<file path="src/rtl/uart_tx_pkg.sv">
package uart_tx_pkg;

    localparam int CHAR_W = 8;
    localparam int DEF_FIFO_DEPTH = 4;
    localparam int DEF_GAP_W = 8;

    typedef enum logic [2:0] {
        SH_IDLE,
        SH_START,
        SH_DATA,
        SH_STOP,
        SH_GAP
    } sh_state_e;

    typedef struct packed {
        logic              valid;
        logic [CHAR_W-1:0] data;
    } char_slot_t;

    // Line level for a given shifter state
    function automatic logic line_level(sh_state_e st, logic lsb);
        case (st)
            SH_START: return 1'b0;
            SH_DATA:  return lsb;
            default:  return 1'b1;
        endcase
    endfunction

    function automatic logic frame_busy(sh_state_e st);
        return (st == SH_START) || (st == SH_DATA) || (st == SH_STOP);
    endfunction

endpackage

</file>
<file path="src/rtl/tx_hold_buf.sv">
module tx_hold_buf
    import uart_tx_pkg::*;
(
    input  logic              clk,
    input  logic              rst,
    input  logic              clr,
    input  logic              wr_en,
    input  logic [CHAR_W-1:0] wr_data,
    input  logic              take,
    output char_slot_t        slot
);

    always_ff @(posedge clk) begin
        if (rst || clr) begin
            slot <= '0;
        end else if (take) begin
            slot.valid <= 1'b0;
        end else if (wr_en && !slot.valid) begin
            slot.valid <= 1'b1;
            slot.data  <= wr_data;
        end
    end

endmodule

</file>
<file path="src/rtl/tx_fifo.sv">
module tx_fifo
    import uart_tx_pkg::*;
#(
    parameter int DEPTH = DEF_FIFO_DEPTH
) (
    input  logic              clk,
    input  logic              rst,
    input  logic              clr,
    input  logic              push,
    input  logic [CHAR_W-1:0] push_data,
    input  logic              pop,
    output char_slot_t        head,
    output logic              full,
    output logic              empty,
    output logic              ovf
);

    localparam int AW = (DEPTH > 1) ? $clog2(DEPTH) : 1;
    localparam int CW = $clog2(DEPTH + 1);
    localparam logic [CW-1:0] DEPTH_C = CW'(DEPTH);
    localparam logic [AW-1:0] LAST_IDX = AW'(DEPTH - 1);

    logic [CHAR_W-1:0] mem [DEPTH];
    logic [AW-1:0]     wr_idx;
    logic [AW-1:0]     rd_idx;
    logic [CW-1:0]     count;
    logic              push_ok;
    logic              pop_ok;

    assign full    = (count == DEPTH_C);
    assign empty   = (count == '0);
    assign push_ok = push && !full;
    assign pop_ok  = pop && !empty;

    assign head.valid = !empty;
    assign head.data  = mem[rd_idx];

    function automatic logic [AW-1:0] next_idx(logic [AW-1:0] idx);
        return (idx == LAST_IDX) ? '0 : idx + 1'b1;
    endfunction

    always_ff @(posedge clk) begin
        if (rst || clr) begin
            wr_idx <= '0;
            rd_idx <= '0;
            count  <= '0;
            ovf    <= 1'b0;
        end else begin
            if (push_ok) begin
                wr_idx <= next_idx(wr_idx);
            end
            if (pop_ok) begin
                rd_idx <= next_idx(rd_idx);
            end
            case ({push_ok, pop_ok})
                2'b10:   count <= count + 1'b1;
                2'b01:   count <= count - 1'b1;
                default: count <= count;
            endcase
            if (push && full) begin
                ovf <= 1'b1;
            end
        end
    end

    generate
        for (genvar g = 0; g < DEPTH; g++) begin : g_cell
            always_ff @(posedge clk) begin
                if (push_ok && (wr_idx == AW'(g))) begin
                    mem[g] <= push_data;
                end
            end
        end
    endgenerate

endmodule

</file>
<file path="src/rtl/tx_shifter.sv">
module tx_shifter
    import uart_tx_pkg::*;
#(
    parameter int GAP_W = DEF_GAP_W
) (
    input  logic              clk,
    input  logic              rst,
    input  logic              clr,
    input  logic              bit_tick,
    input  logic              gap_en,
    input  logic [GAP_W-1:0]  gap_len,
    input  char_slot_t        src,
    output logic              ld_fire,
    output logic              busy,
    output logic              txd
);

    localparam int BIT_CW = $clog2(CHAR_W);
    localparam logic [BIT_CW-1:0] LAST_BIT = BIT_CW'(CHAR_W - 1);
    localparam logic [GAP_W-1:0]  GAP_ONE  = GAP_W'(1);

    sh_state_e         st;
    logic [CHAR_W-1:0] sh;
    logic [BIT_CW-1:0] bit_cnt;
    logic [GAP_W-1:0]  gap_cnt;

    assign ld_fire = (st == SH_IDLE) && src.valid && !clr;
    assign busy    = frame_busy(st);
    assign txd     = line_level(st, sh[0]);

    always_ff @(posedge clk) begin
        if (rst || clr) begin
            st      <= SH_IDLE;
            sh      <= '0;
            bit_cnt <= '0;
            gap_cnt <= '0;
        end else begin
            case (st)
                SH_IDLE: begin
                    if (ld_fire) begin
                        st      <= SH_START;
                        sh      <= src.data;
                        bit_cnt <= '0;
                    end
                end
                SH_START: begin
                    if (bit_tick) begin
                        st <= SH_DATA;
                    end
                end
                SH_DATA: begin
                    if (bit_tick) begin
                        sh <= sh >> 1;
                        if (bit_cnt == LAST_BIT) begin
                            st <= SH_STOP;
                        end else begin
                            bit_cnt <= bit_cnt + 1'b1;
                        end
                    end
                end
                SH_STOP: begin
                    if (bit_tick) begin
                        if (gap_en && (gap_len != '0)) begin
                            st      <= SH_GAP;
                            gap_cnt <= gap_len;
                        end else begin
                            st <= SH_IDLE;
                        end
                    end
                end
                SH_GAP: begin
                    if (bit_tick) begin
                        if (gap_cnt == GAP_ONE) begin
                            st <= SH_IDLE;
                        end else begin
                            gap_cnt <= gap_cnt - 1'b1;
                        end
                    end
                end
                default: st <= SH_IDLE;
            endcase
        end
    end

endmodule

</file>
<file path="src/rtl/uart_tx_paced.sv">
module uart_tx_paced
    import uart_tx_pkg::*;
#(
    parameter int FIFO_DEPTH = DEF_FIFO_DEPTH,
    parameter int GAP_W      = DEF_GAP_W
) (
    input  logic              clk,
    input  logic              rst,
    input  logic              sw_rst,
    input  logic              fifo_mode,
    input  logic              tx_int_en,
    input  logic [GAP_W-1:0]  gap_len,
    input  logic              bit_tick,
    input  logic              wr_en,
    input  logic [CHAR_W-1:0] wr_data,
    output logic              txd,
    output logic              tx_ready,
    output logic              tx_empty,
    output logic              tx_irq,
    output logic              fifo_full,
    output logic              fifo_empty,
    output logic              fifo_ovf
);

    char_slot_t hold_slot;
    char_slot_t fifo_head;
    char_slot_t sh_src;
    logic       hold_wr;
    logic       fifo_push;
    logic       ld_fire;
    logic       sh_busy;

    assign hold_wr   = wr_en && !fifo_mode && !sw_rst;
    assign fifo_push = wr_en && fifo_mode && !sw_rst;
    assign sh_src    = fifo_mode ? fifo_head : hold_slot;

    tx_hold_buf i_hold (
        .clk     (clk),
        .rst     (rst),
        .clr     (sw_rst),
        .wr_en   (hold_wr),
        .wr_data (wr_data),
        .take    (ld_fire && !fifo_mode),
        .slot    (hold_slot)
    );

    tx_fifo #(
        .DEPTH (FIFO_DEPTH)
    ) i_fifo (
        .clk       (clk),
        .rst       (rst),
        .clr       (sw_rst),
        .push      (fifo_push),
        .push_data (wr_data),
        .pop       (ld_fire && fifo_mode),
        .head      (fifo_head),
        .full      (fifo_full),
        .empty     (fifo_empty),
        .ovf       (fifo_ovf)
    );

    tx_shifter #(
        .GAP_W (GAP_W)
    ) i_shift (
        .clk      (clk),
        .rst      (rst),
        .clr      (sw_rst),
        .bit_tick (bit_tick),
        .gap_en   (fifo_mode),
        .gap_len  (gap_len),
        .src      (sh_src),
        .ld_fire  (ld_fire),
        .busy     (sh_busy),
        .txd      (txd)
    );

    assign tx_ready = fifo_mode ? !fifo_full : !hold_slot.valid;
    assign tx_empty = !hold_slot.valid && fifo_empty && !sh_busy;
    assign tx_irq   = tx_ready && tx_int_en;

endmodule

</file>
<file path="config.mk">
export PLATFORM = sky130hd
export DESIGN_NAME = uart_tx_paced
export DESIGN_NICKNAME = d
export VERILOG_FILES = /design/src/rtl/uart_tx_pkg.sv /design/src/rtl/tx_hold_buf.sv /design/src/rtl/tx_fifo.sv /design/src/rtl/tx_shifter.sv /design/src/rtl/uart_tx_paced.sv
export SDC_FILE = /design/constraint.sdc
export NUM_CORES = 1
export LEC_CHECK = 0
export ABC_AREA = 1
export BUFFER_PORTS_ARGS = -buffer_cell sky130_fd_sc_hd__buf_2
export CAP_MARGIN = 20
export CORE_ASPECT_RATIO = 0.8
export CORE_UTILIZATION = 66
export CTS_BUF_LIST = sky130_fd_sc_hd__clkbuf_8
export DETAILED_ROUTE_END_ITERATION = 8
export MAX_ROUTING_LAYER = met4
export PLACE_DENSITY = 0.87
export SYNTH_ARGS = -nofsm -noshare
export SYNTH_HDL_FRONTEND = slang
export SYNTH_SLANG_ARGS = --single-unit
export TNS_END_PERCENT = 5
</file>
<file path="constraint.sdc">
create_clock -name clk -period 3.1 [get_ports clk]
set_input_delay 0.155 -clock clk [delete_from_list [all_inputs] [get_ports clk]]
set_output_delay 0.155 -clock clk [all_outputs]
set_load 0.1 [all_outputs]
</file>
==> results of run 1 <==
-- worst reg2reg max path: stages, from the launching register on --
cell and delay [ns]:
dfxtp_1 0.34, nor2_2 0.15, nand2_2 0.09, nor2_4 0.12, nand3_4 0.16, nor2_2 0.20, ha_1 0.18, inv_1 0.07
fa_1 0.39, a21oi_1 0.14, o21ai_0 0.11, o21ai_0 0.16, a21oi_1 0.05
-- layout by cell type (no fill, tap or decap), drive strengths merged --
master / instances
inv: 47
nand2: 63
fa: 1
a221oi: 1
a21oi: 41
or2: 1
buf: 31
clkbuf: 11
o22ai: 5
nand4: 3
clkinv: 2
dfxtp: 41
nor3b: 1
ha: 10
nor3: 3
mux2i: 1
edfxtp: 32
nand3: 22
a21boi: 2
nor2: 70
a211oi: 1
bufinv: 1
o21ai: 58
-- registers in the layout (all words and copies together), names as in the netlist, named ones only --
register         cells
i_shift.gap_cnt      8
i_fifo.count         3
i_fifo.wr_idx        2
i_hold.slot          9
i_shift.bit_cnt      3
i_shift.sh           8
i_shift.st           3
i_fifo.rd_idx        2
i_fifo.mem          32
i_fifo.ovf           1
-- worst paths after layout --
kind / startpoint / end / slack, ns / cells after the start
max: i_shift.st[1]$_SDFFE_PP0P_ / i_fifo.count[2]$_SDFFE_PP0P_ / 0.84 / 12
min: wr_data[4] / i_fifo.mem[2][4]$_DFFE_PP_ / 0.05 / 1
max reg2reg: i_shift.st[1]$_SDFFE_PP0P_ / i_fifo.count[2]$_SDFFE_PP0P_ / 0.84 / 12
min reg2reg: i_hold.slot[3]$_SDFFE_PP0P_ / i_hold.slot[3]$_SDFFE_PP0P_ / 0.47 / 2
-- metal layers --
layer / routed length [um] / vias to the layer above / GRT usage
met1: 3230 / 1327 / 0.375
met5: 0 / - / -
li1: - / 1445 / -
met4: 45 / 0 / 0.0862
met3: 567 / 6 / 0.0781
met2: 3500 / 135 / 0.465
-- kinds of logic (layout without fill, tap and decap cells) --
| family | Yosys count | after routing | synth area share |
|---|---|---|---|
| flip-flops | 73 | 73 | 0.512 |
| multiplexers | 1 | 1 | 0.00288 |
| AND/OR/NAND/NOR | 163 | 163 | 0.210 |
| buffers and inverters | 58 | 92 | 0.0698 |
| AO/OA/AOI/OAI | 108 | 108 | 0.163 |
| adder cells (fa/ha/maj) | 11 | 11 | 0.0417 |
-- per-stage QoR --
step           setup WS, ns  instance area [sq um]  hold slack, ns
2_1_floorplan         0.215                   3480           0.254
3_3_place_gp          0.977                   3650           0.387
3_5_place_dp          0.872                   3650           0.391
4_1_cts               0.846                   3850          0.0362
5_1_grt               0.652                   3850          0.0295
6_report              0.835                   3850          0.0483
-- power by group through the flow --
| stage | Clock [uW] | Combinational, uW | Sequential [uW] |
|---|---|---|---|
| 5_1_grt | 785 | 217 | 1030 |
| 3_5_place_dp | 0 | 194 | 1050 |
| 4_1_cts | 738 | 195 | 1020 |
| 2_1_floorplan | 0 | 146 | 1040 |
| 3_3_place_gp | 0 | 189 | 1050 |
| 6_report | 732 | 197 | 1020 |
-- final cells by class --
type	count	area, sq um	area share
multi-input cells	283	1460	0.378
well taps	62	77.6	0.0202
clock inverters	5	47.5	0.0124
clock buffers	11	151	0.0393
repair buffers	31	160	0.0416
flip-flops and latches	73	1780	0.463
inverters	45	174	0.0452
==> impl_metrics.csv, run 1 <==
group,metric,value,unit
critical_path,cpPeakStageDelay,0.39,ns
floorplanning,die_w,83.2,um
critical_path,required,3.33,ns
placed_design,io_buffers,29,
cells_and_area,n_antenna_cell,0,
global_route,grt_pass1_vias,2690,
clock_tree,clk_path_buf_depth,2,
critical_path,path_cells,"nor2_2, nand2_2, nor2_4, nand3_4, nor2_2, ha_1, inv_1, fa_1, a21oi_1, o21ai_0, o21ai_0, a21oi_1",
cells_and_area,nNetsFinal,477,
placed_design,post-place-cells,494,
floorplanning,initial_core_util,0.691,
synth,synth_edf_count,32,
power,p_seq_frac,0.524,
synth,yosysTopAreaCell,"edfxtp_1",
clock_tree,cts_num_sinks,73,
power,power_switching,476,uW
power,total_power,1950,uW
critical_path,cpLargestDelayFamily,"simple AND/OR/NAND/NOR gates",
timing,min_period,2.26,ns
detailed_routing,drt_iter0_drc,274,
detailed_routing,routed_via_density,5.71,
critical_path,critical_path_buf_inv_count,1,
power,p_int,1480,uW
power,combPwrFrac,0.101,
detailed_routing,drt_wl_total,7340,um
clock_tree,post_cts_resized,0,
clock_tree,numCtsBuffers,9,
floorplanning,io_pins,30,
synth,avgSynthCellArea,8.40,sq um
timing,max_slew_margin,0.418,
critical_path,crit_type,"register to register",
detailed_routing,wl_per_cell,14.4,um
floorplanning,core_area,5040,sq um
critical_path,end_kind,"register",
timing,worstMarginPinSlew,0.869,ns
placed_design,dpl.hpwl,5150,um
cells_and_area,final_util,0.764,
power,cellLeakagePower,0.00153,uW
timing,final_hold_viol_count,0,
min_path,hold_path_class,"input port to register",
timing,setup_viol,0,
power,power_density,508,nW/um^2
synth,synthArstFlopShare,0,
clock_tree,cts_hold_buf,0,
floorplanning,rows,23,
synth,ys.warnings.count,0,
clock_tree,post_cts_buffers,0,
timing,period_share,0.731,
critical_path,critPathSlowestCell,"fa_1",
synth,ys_seq_elements,73,
placed_design,place_congestion,0.908,
cells_and_area,drive_gt1_frac,0.150,
timing,setup_tns,0,ns
cells_and_area,area.growth.synth_to_final,10.6,%
synth,synth_area_leaders,"edfxtp_1, dfxtp_1, o21ai_0, nor2_1, nand2_1",
run,cap_violations,0,
power,switching_share,0.244,
clock_tree,root_buffer,"clkbuf_8",
synth,synth_top_area_share,0.276,
timing,fmax,0.442,GHz
global_route,grt_first_pass_wirelength,12200,um
cells_and_area,layout.cells.non_filler,510,
floorplanning,die_area,5570,sq um
power,clockPowerShare,0.375,
global_route,antenna_found_initial,0,
synth,yosysMostFrequentCell,"nor2_1",
synth,ys_types,34,
detailed_routing,ant_nets,0,
cells_and_area,nFillCells,345,
detailed_routing,vias,2913,
critical_path,startpoint_type,"register",
critical_path,arrival,2.50,ns
clock_tree,h-tree-depth,3,
clock_tree,clk_latency,0.34,ns
synth,synth_seq_area_share,0.512,
outcome,status,"finished clean",
power,ir_drop,392,uV
global_route,grt_use_total,0.293,
timing,rsz0062_at_grt,"no",
critical_path,path_max_fanout,10,
global_route,grt_max_degree,27,
synth,synth_nets,448,
synth,synth_area,3480,sq um
timing,skew,0.00724,ns
synth,ys.flop_type,"dfxtp_1",
clock_tree,cts_tree,"yes",
detailed_routing,route.detailed.drc,0,
clock_tree,path_clk_slew,0.07,ns
synth,synth_common_cells,"nor2_1, nand2_1, o21ai_0",
timing,slew_viol_final,0,
global_route,grt_overflow,0,
floorplanning,die_h,66.9,um
detailed_routing,first_pass_iters,5,
synth,syn_inst,414,
Power figures use the tool's default switching activity.
==> run 2, diff against run 1 <==
Settings changed: ABC_AREA 1 to 0, CORE_UTILIZATION 66 to 61, PLACE_DENSITY 0.87 to 0.81.
Clock period 3.1 ns to 2.4 ns, I/O delays scaled along.
==> run 2 against run 1 <==
Area after synthesis is 1.8% lower; critical path type unchanged; sequential power is 28% higher; critical path depth is 3 lower; the flow now finishes with violations (negative setup slack); critical endpoint unchanged; cell count is 14% lower; flip-flop and latch count stayed put; combinational power is 11% lower.
==> impl_metrics.csv, run 2 <==
group,metric,value,unit
outcome,status,"finished with violations",
critical_path,critPathSlowestCell,"or4_4",
cells_and_area,drive_gt1_frac,0.257,
floorplanning,io_pins,30,
synth,synth_nets,350,
timing,worstMarginPinSlew,0.663,ns
power,power_density,652,nW/um^2
power,combPwrFrac,0.067,
cells_and_area,biggestRegsByFlops,"i_fifo.mem x32, i_hold.slot x9",
cells_and_area,final_cell_mix,"dfxtp_1, a21oi_1, edfxtp_1, buf_2, nor2_1",
synth,yosysTopAreaCell,"edfxtp_1",
placed_design,io_buffers,29,
cells_and_area,nNetsFinal,391,
timing,final_hold_viol_count,0,
critical_path,path_max_fanout,2,
clock_tree,cts_tree,"yes",
cells_and_area,layout.cells.non_filler,437,
synth,synth_seq_area_share,0.522,
synth,ys.flop_type,"dfxtp_1",
synth,synth_top_area_share,0.281,
floorplanning,die_area,5900,sq um
cells_and_area,regMostFlops,"i_fifo.mem",
clock_tree,root_buffer,"clkbuf_8",
clock_tree,clk_latency,0.34,ns
global_route,grt_max_degree,33,
detailed_routing,first_pass_iters,4,
synth,avgSynthCellArea,10.8,sq um
clock_tree,clk_path_buf_depth,2,
min_path,hold_path_class,"input port to register",
cells_and_area,area.growth.synth_to_final,17.6,%
critical_path,startpoint_type,"register",
floorplanning,die_h,68.9,um
critical_path,cpPeakStageDelay,0.51,ns
power,clockPowerShare,0.431,
placed_design,post-place-cells,420,
outcome,violations,"negative setup slack",
synth,synthArstFlopShare,0,
timing,period_share,1.04,
critical_path,required,2.66,ns
clock_tree,cts_num_sinks,73,
timing,max_slew_margin,0.558,
power,ir_drop,597,uV
global_route,grt_use_total,0.296,
power,cellLeakagePower,0.00151,uW
detailed_routing,drt_wl_total,8000,um
cells_and_area,register_area,1790,sq um
cells_and_area,multi_input_area,1550,sq um
power,power_switching,567,uW
timing,fin_hold_ws,0.0159,ns
floorplanning,rows,23,
clock_tree,h-tree-depth,3,
clock_tree,path_clk_slew,0.08,ns
timing,setup_viol,1,
floorplanning,die_w,85.7,um
power,switching_share,0.217,
placed_design,dpl_worst_slack,-0.141,ns
floorplanning,core_area,5210,sq um
synth,yosysMostFrequentCell,"dfxtp_1",
synth,synth_common_cells,"dfxtp_1, a21oi_1, edfxtp_1",
clock_tree,post_cts_buffers,0,
timing,setup_tns,-0.0847,ns
cells_and_area,n_antenna_cell,0,
detailed_routing,routed_via_density,6.22,
timing,min_period,2.48,ns
critical_path,path_cells,"or4_4, or3b_4, inv_2, ha_4, inv_2, fa_2, xor2_1, or3_1, a21oi_1",
critical_path,rrSetupSlack,-0.08,ns
global_route,antenna_found_initial,0,
synth,synth_edf_count,32,
cells_and_area,nFillCells,327,
synth,ys_seq_elements,73,
detailed_routing,route.detailed.drc,0,
timing,fmax,0.402,GHz
power,p_int,2050,uW
critical_path,cpMostUsedCell,"inv_2",
detailed_routing,vias,2717,
global_route,grt_pass1_vias,2543,
placed_design,place_congestion,0.859,
synth,synth_area_leaders,"edfxtp_1, dfxtp_1, mux4_2, a21oi_1, ha_1",
synth,ys.warnings.count,0,
detailed_routing,ant_nets,0,
cells_and_area,final_util,0.771,
timing,skew,0.00594,ns
synth,syn_inst,316,
power,p_seq_frac,0.502,
timing,worst_slack,-0.0847,ns
timing,rsz0062_at_grt,"yes",
placed_design,dpl.hpwl,5390,um
global_route,grt_overflow,0,
timing,slew_viol_final,0,
cells_and_area,final_common_cell,"dfxtp_1",
critical_path,arrival,2.75,ns
synth,ys_types,51,
clock_tree,numCtsBuffers,9,
critical_path,end_kind,"register",
synth,synth_area,3420,sq um
run,cap_violations,0,
global_route,grt_first_pass_wirelength,12500,um
floorplanning,initial_core_util,0.656,
detailed_routing,wl_per_cell,18.3,um
cells_and_area,largest_reg_flops,32,
critical_path,crit_type,"register to register",
detailed_routing,drt_iter0_drc,217,
-- run 2: changes by cell type in the layout (fill, tap and decap cells not counted), sizes merged, moves of 5 or more --
cell	delta
o21ai	-53
nor2	-42
nand2	-37
inv	-31
buf	+17
nand3	-14
and2	+11
mux2i	+10
a21oi	-8
mux4	+8
o32ai	+7
nor3	+5
o211a	+5
-- run 2: final timing paths --
check | from | to | cells after the start
setup / recovery | i_shift.st[2]$_SDFFE_PP0P_ | i_fifo.count[2]$_SDFFE_PP0P_ | 9
hold / removal | wr_data[1] | i_fifo.mem[3][1]$_DFFE_PP_ | 1
setup reg to reg | i_shift.st[2]$_SDFFE_PP0P_ | i_fifo.count[2]$_SDFFE_PP0P_ | 9
hold reg to reg | i_hold.slot[0]$_SDFFE_PP0P_ | i_hold.slot[0]$_SDFFE_PP0P_ | 2
-- run 2: area by class of cell --
type,instances,share of cell area
Clock buffer,9,0.0308
Timing Repair Buffer,49,0.0741
Inverter,15,0.0140
Tap cell,75,0.0234
Multi-Input combinational cell,209,0.385
Sequential cell,73,0.445
Clock inverter,7,0.0274
-- run 2: what timing repair did --
action	in CTS	in global routing
setup endpoints to repair	2	2
hold endpoints to repair	3	0
pin swaps	3	2
gates resized for setup	4	2
hold buffers	1	0
-- run 2: cells by family after synthesis --
group / Yosys count / share of synthesized area
AOI/OAI and AO/OA: 73 / 0.145
and+or+nand+nor: 103 / 0.154
DFF: 73 / 0.522
adders and majority gates: 11 / 0.0425
buffers and inverters: 34 / 0.0443
muxes: 19 / 0.0850
xor gates and xnor gates: 3 / 0.00769
-- run 2: per-stage QoR --
step,area (sq um),total power (uW)
floorplan,3470,1440
global placement,3760,1500
detailed placement,3760,1510
CTS,4020,2620
global route,4020,2690
finish,4020,2620
-- run 2: power groups by stage --
stage          Clock, uW  Sequential, uW  Combinational, uW
5_1_grt             1190            1310                186
4_1_cts             1140            1310                172
3_5_place_dp           0            1340                166
6_report            1130            1310                175
3_3_place_gp           0            1340                162
2_1_floorplan          0            1340                103
-- run 2: critical path, delay by kind of cell (launching register included) --
| kind | cells | cell delay, ns |
|---|---|---|
| AOI/OAI and AO/OA | 1 | 0.13 |
| xor gates and xnor gates | 1 | 0.15 |
| adders and majority gates | 2 | 0.47 |
| buffers and inverters | 2 | 0.11 |
| DFF | 1 | 0.33 |
| and+or+nand+nor | 3 | 1.22 |
-- run 2: per-layer routing --
| layer | vias to the layer above | part of all wire | wire (um) | track usage |
|---|---|---|---|---|
| met5 | - | 0 | 0 | - |
| met4 | 0 | 0.013 | 106 | 0.0771 |
| met1 | 1329 | 0.42 | 3390 | 0.360 |
| li1 | 1250 | - | - | - |
| met3 | 13 | 0.075 | 604 | 0.0833 |
| met2 | 125 | 0.49 | 3900 | 0.497 |
==> run 3, diff against run 2 <==
Settings changed: SKIP_LAST_GASP set to 1, SLEW_MARGIN set to 40.
==> run 3 against run 2 <==
The run still ends with negative setup slack left; count of clock-buffer cells in the layout is the same; critical endpoint unchanged; clock skew grew 0.00073 ns; largest power group unchanged; cell count is the same; cell area is the same; register-to-register slack is essentially flat; combinational power is essentially flat; die area is the same.
==> impl_metrics.csv, run 3 (same netlist as run 2, synthesis figures left out) <==
group,metric,value,unit
outcome,status,"finished with violations",
outcome,violations,"negative setup slack",
timing,slew_viol_final,0,
global_route,grt_pass1_vias,2543,
detailed_routing,routed_via_density,6.14,
cells_and_area,final_cell_mix,"dfxtp_1, a21oi_1, edfxtp_1, buf_2, nor2_1",
timing,worstMarginPinSlew,0.676,ns
floorplanning,rows,23,
clock_tree,cts_tree,"yes",
critical_path,path_max_fanout,2,
power,combPwrFrac,0.067,
power,power_switching,566,uW
placed_design,placed_area,3760,sq um
power,switching_share,0.216,
floorplanning,die_w,85.7,um
critical_path,rr_worst_depth,9,
power,clockPowerShare,0.431,
detailed_routing,first_pass_iters,5,
run,cap_violations,0,
timing,setup_viol,1,
clock_tree,cts_num_sinks,73,
detailed_routing,ant_nets,0,
global_route,antenna_found_initial,0,
critical_path,crit_type,"register to register",
cells_and_area,area.growth.synth_to_final,17.6,%
cells_and_area,design_area,4020,sq um
timing,worst_slack,-0.0849,ns
timing,rsz0062_at_grt,"yes",
cells_and_area,final_util,0.771,
critical_path,arrival,2.75,ns
timing,max_slew_margin,0.549,
floorplanning,die_h,68.9,um
cells_and_area,layout.cells.non_filler,437,
timing,min_period,2.48,ns
placed_design,post-place-cells,420,
placed_design,dpl.hpwl,5390,um
clock_tree,clk_latency,0.34,ns
cells_and_area,final_common_cell,"dfxtp_1",
detailed_routing,route.detailed.drc,0,
clock_tree,h-tree-depth,3,
clock_tree,numCtsBuffers,9,
power,ir_drop,597,uV
detailed_routing,drt_iter0_drc,210,
cells_and_area,nNetsFinal,391,
cells_and_area,biggestRegsByFlops,"i_fifo.mem x32, i_hold.slot x9",
floorplanning,core_area,5210,sq um
timing,setup_tns,-0.0849,ns
global_route,grt_first_pass_wirelength,12500,um
placed_design,place_congestion,0.859,
global_route,grt_max_degree,33,
timing,fmax,0.402,GHz
timing,skew,0.00667,ns
critical_path,startpoint_type,"register",
timing,period_share,1.04,
detailed_routing,drt_wl_total,8020,um
critical_path,required,2.66,ns
power,p_int,2050,uW
timing,final_hold_viol_count,0,
power,cellLeakagePower,0.00151,uW
power,power_density,651,nW/um^2
floorplanning,io_pins,30,
clock_tree,root_buffer,"clkbuf_8",
clock_tree,clk_path_buf_depth,2,
cells_and_area,drive_gt1_frac,0.254,
clock_tree,post_cts_buffers,0,
cells_and_area,n_antenna_cell,0,
floorplanning,initial_core_util,0.656,
detailed_routing,wl_per_cell,18.4,um
cells_and_area,regMostFlops,"i_fifo.mem",
global_route,grt_overflow,0,
floorplanning,die_area,5900,sq um
clock_tree,path_clk_slew,0.08,ns
placed_design,io_buffers,29,
min_path,hold_path_depth,1,
detailed_routing,vias,2684,
min_path,hold_path_class,"input port to register",
global_route,grt_use_total,0.296,
power,p_seq_frac,0.502,
cells_and_area,largest_reg_flops,32,
critical_path,end_kind,"register",
==> run 3: cell types whose count changed in the layout (fill, tap and decap cells not counted) <==
| cell | change |
|---|---|
| inv_2 | -1 |
| inv_1 | +1 |
==> run 3: area by class of cell <==
cell class / count / area (sq um)
clock buffer: 9 / 124
fill: 327 / 1190
inverter: 15 / 56.3
tap: 75 / 93.8
sequential: 73 / 1790
multi-input combinational: 209 / 1550
timing repair buffer: 49 / 298
clock inverter: 7 / 110
==> run 3: critical path, cell delays in order, from the launching register on <==
cell,delay [ns]
dfxtp_2,0.33
or4_4,0.51
or3b_4,0.40
inv_2,0.08
ha_4,0.13
inv_1,0.05
fa_2,0.33
xor2_1,0.15
or3_1,0.31
a21oi_1,0.12
==> run 3: power groups by stage <==
stage | combinational (uW) | sequential (uW) | clock [uW]
after floorplan | 103 | 1340 | 0
after global placement | 162 | 1340 | 0
after detailed placement | 166 | 1340 | 0
final | 175 | 1310 | 1130
after global routing | 186 | 1310 | 1190
after CTS | 172 | 1310 | 1140
==> run 3: what timing repair did <==
item,4_1_cts,5_1_grt
pin swaps,3,2
gates resized for setup,4,1
endpoints found under the hold margin,3,0
hold buffers,1,0
setup endpoints to repair,2,2
==> run 3: through the flow <==
stage          hold WS [ns]  setup slack (ns)  total power (uW)
2_1_floorplan         0.219            -0.461              1440
3_3_place_gp          0.355           -0.0490              1500
3_5_place_dp          0.354            -0.141              1510
4_1_cts             0.00187            -0.128              2620
5_1_grt             0.00648            -0.156              2690
6_report             0.0172           -0.0849              2620
==> run 3: per-layer routing <==
metal  share of wire  up-vias  global-route usage
li1                -     1250                   -
met1            0.42     1294               0.360
met2            0.48      127               0.497
met3           0.088       13              0.0833
met4           0.012        0              0.0771
met5               0        -                   -
==> run 3: path summary, 6_finish.rpt <==
check                                                    end  slack, ns                        start
worst max register to register  i_fifo.count[2]$_SDFFE_PP0P_      -0.08   i_shift.st[2]$_SDFFE_PP0P_
worst max-delay path            i_fifo.count[2]$_SDFFE_PP0P_      -0.08   i_shift.st[2]$_SDFFE_PP0P_
worst min-delay path              i_fifo.mem[3][1]$_DFFE_PP_       0.02                   wr_data[1]
worst min register to register   i_hold.slot[0]$_SDFFE_PP0P_       0.46  i_hold.slot[0]$_SDFFE_PP0P_
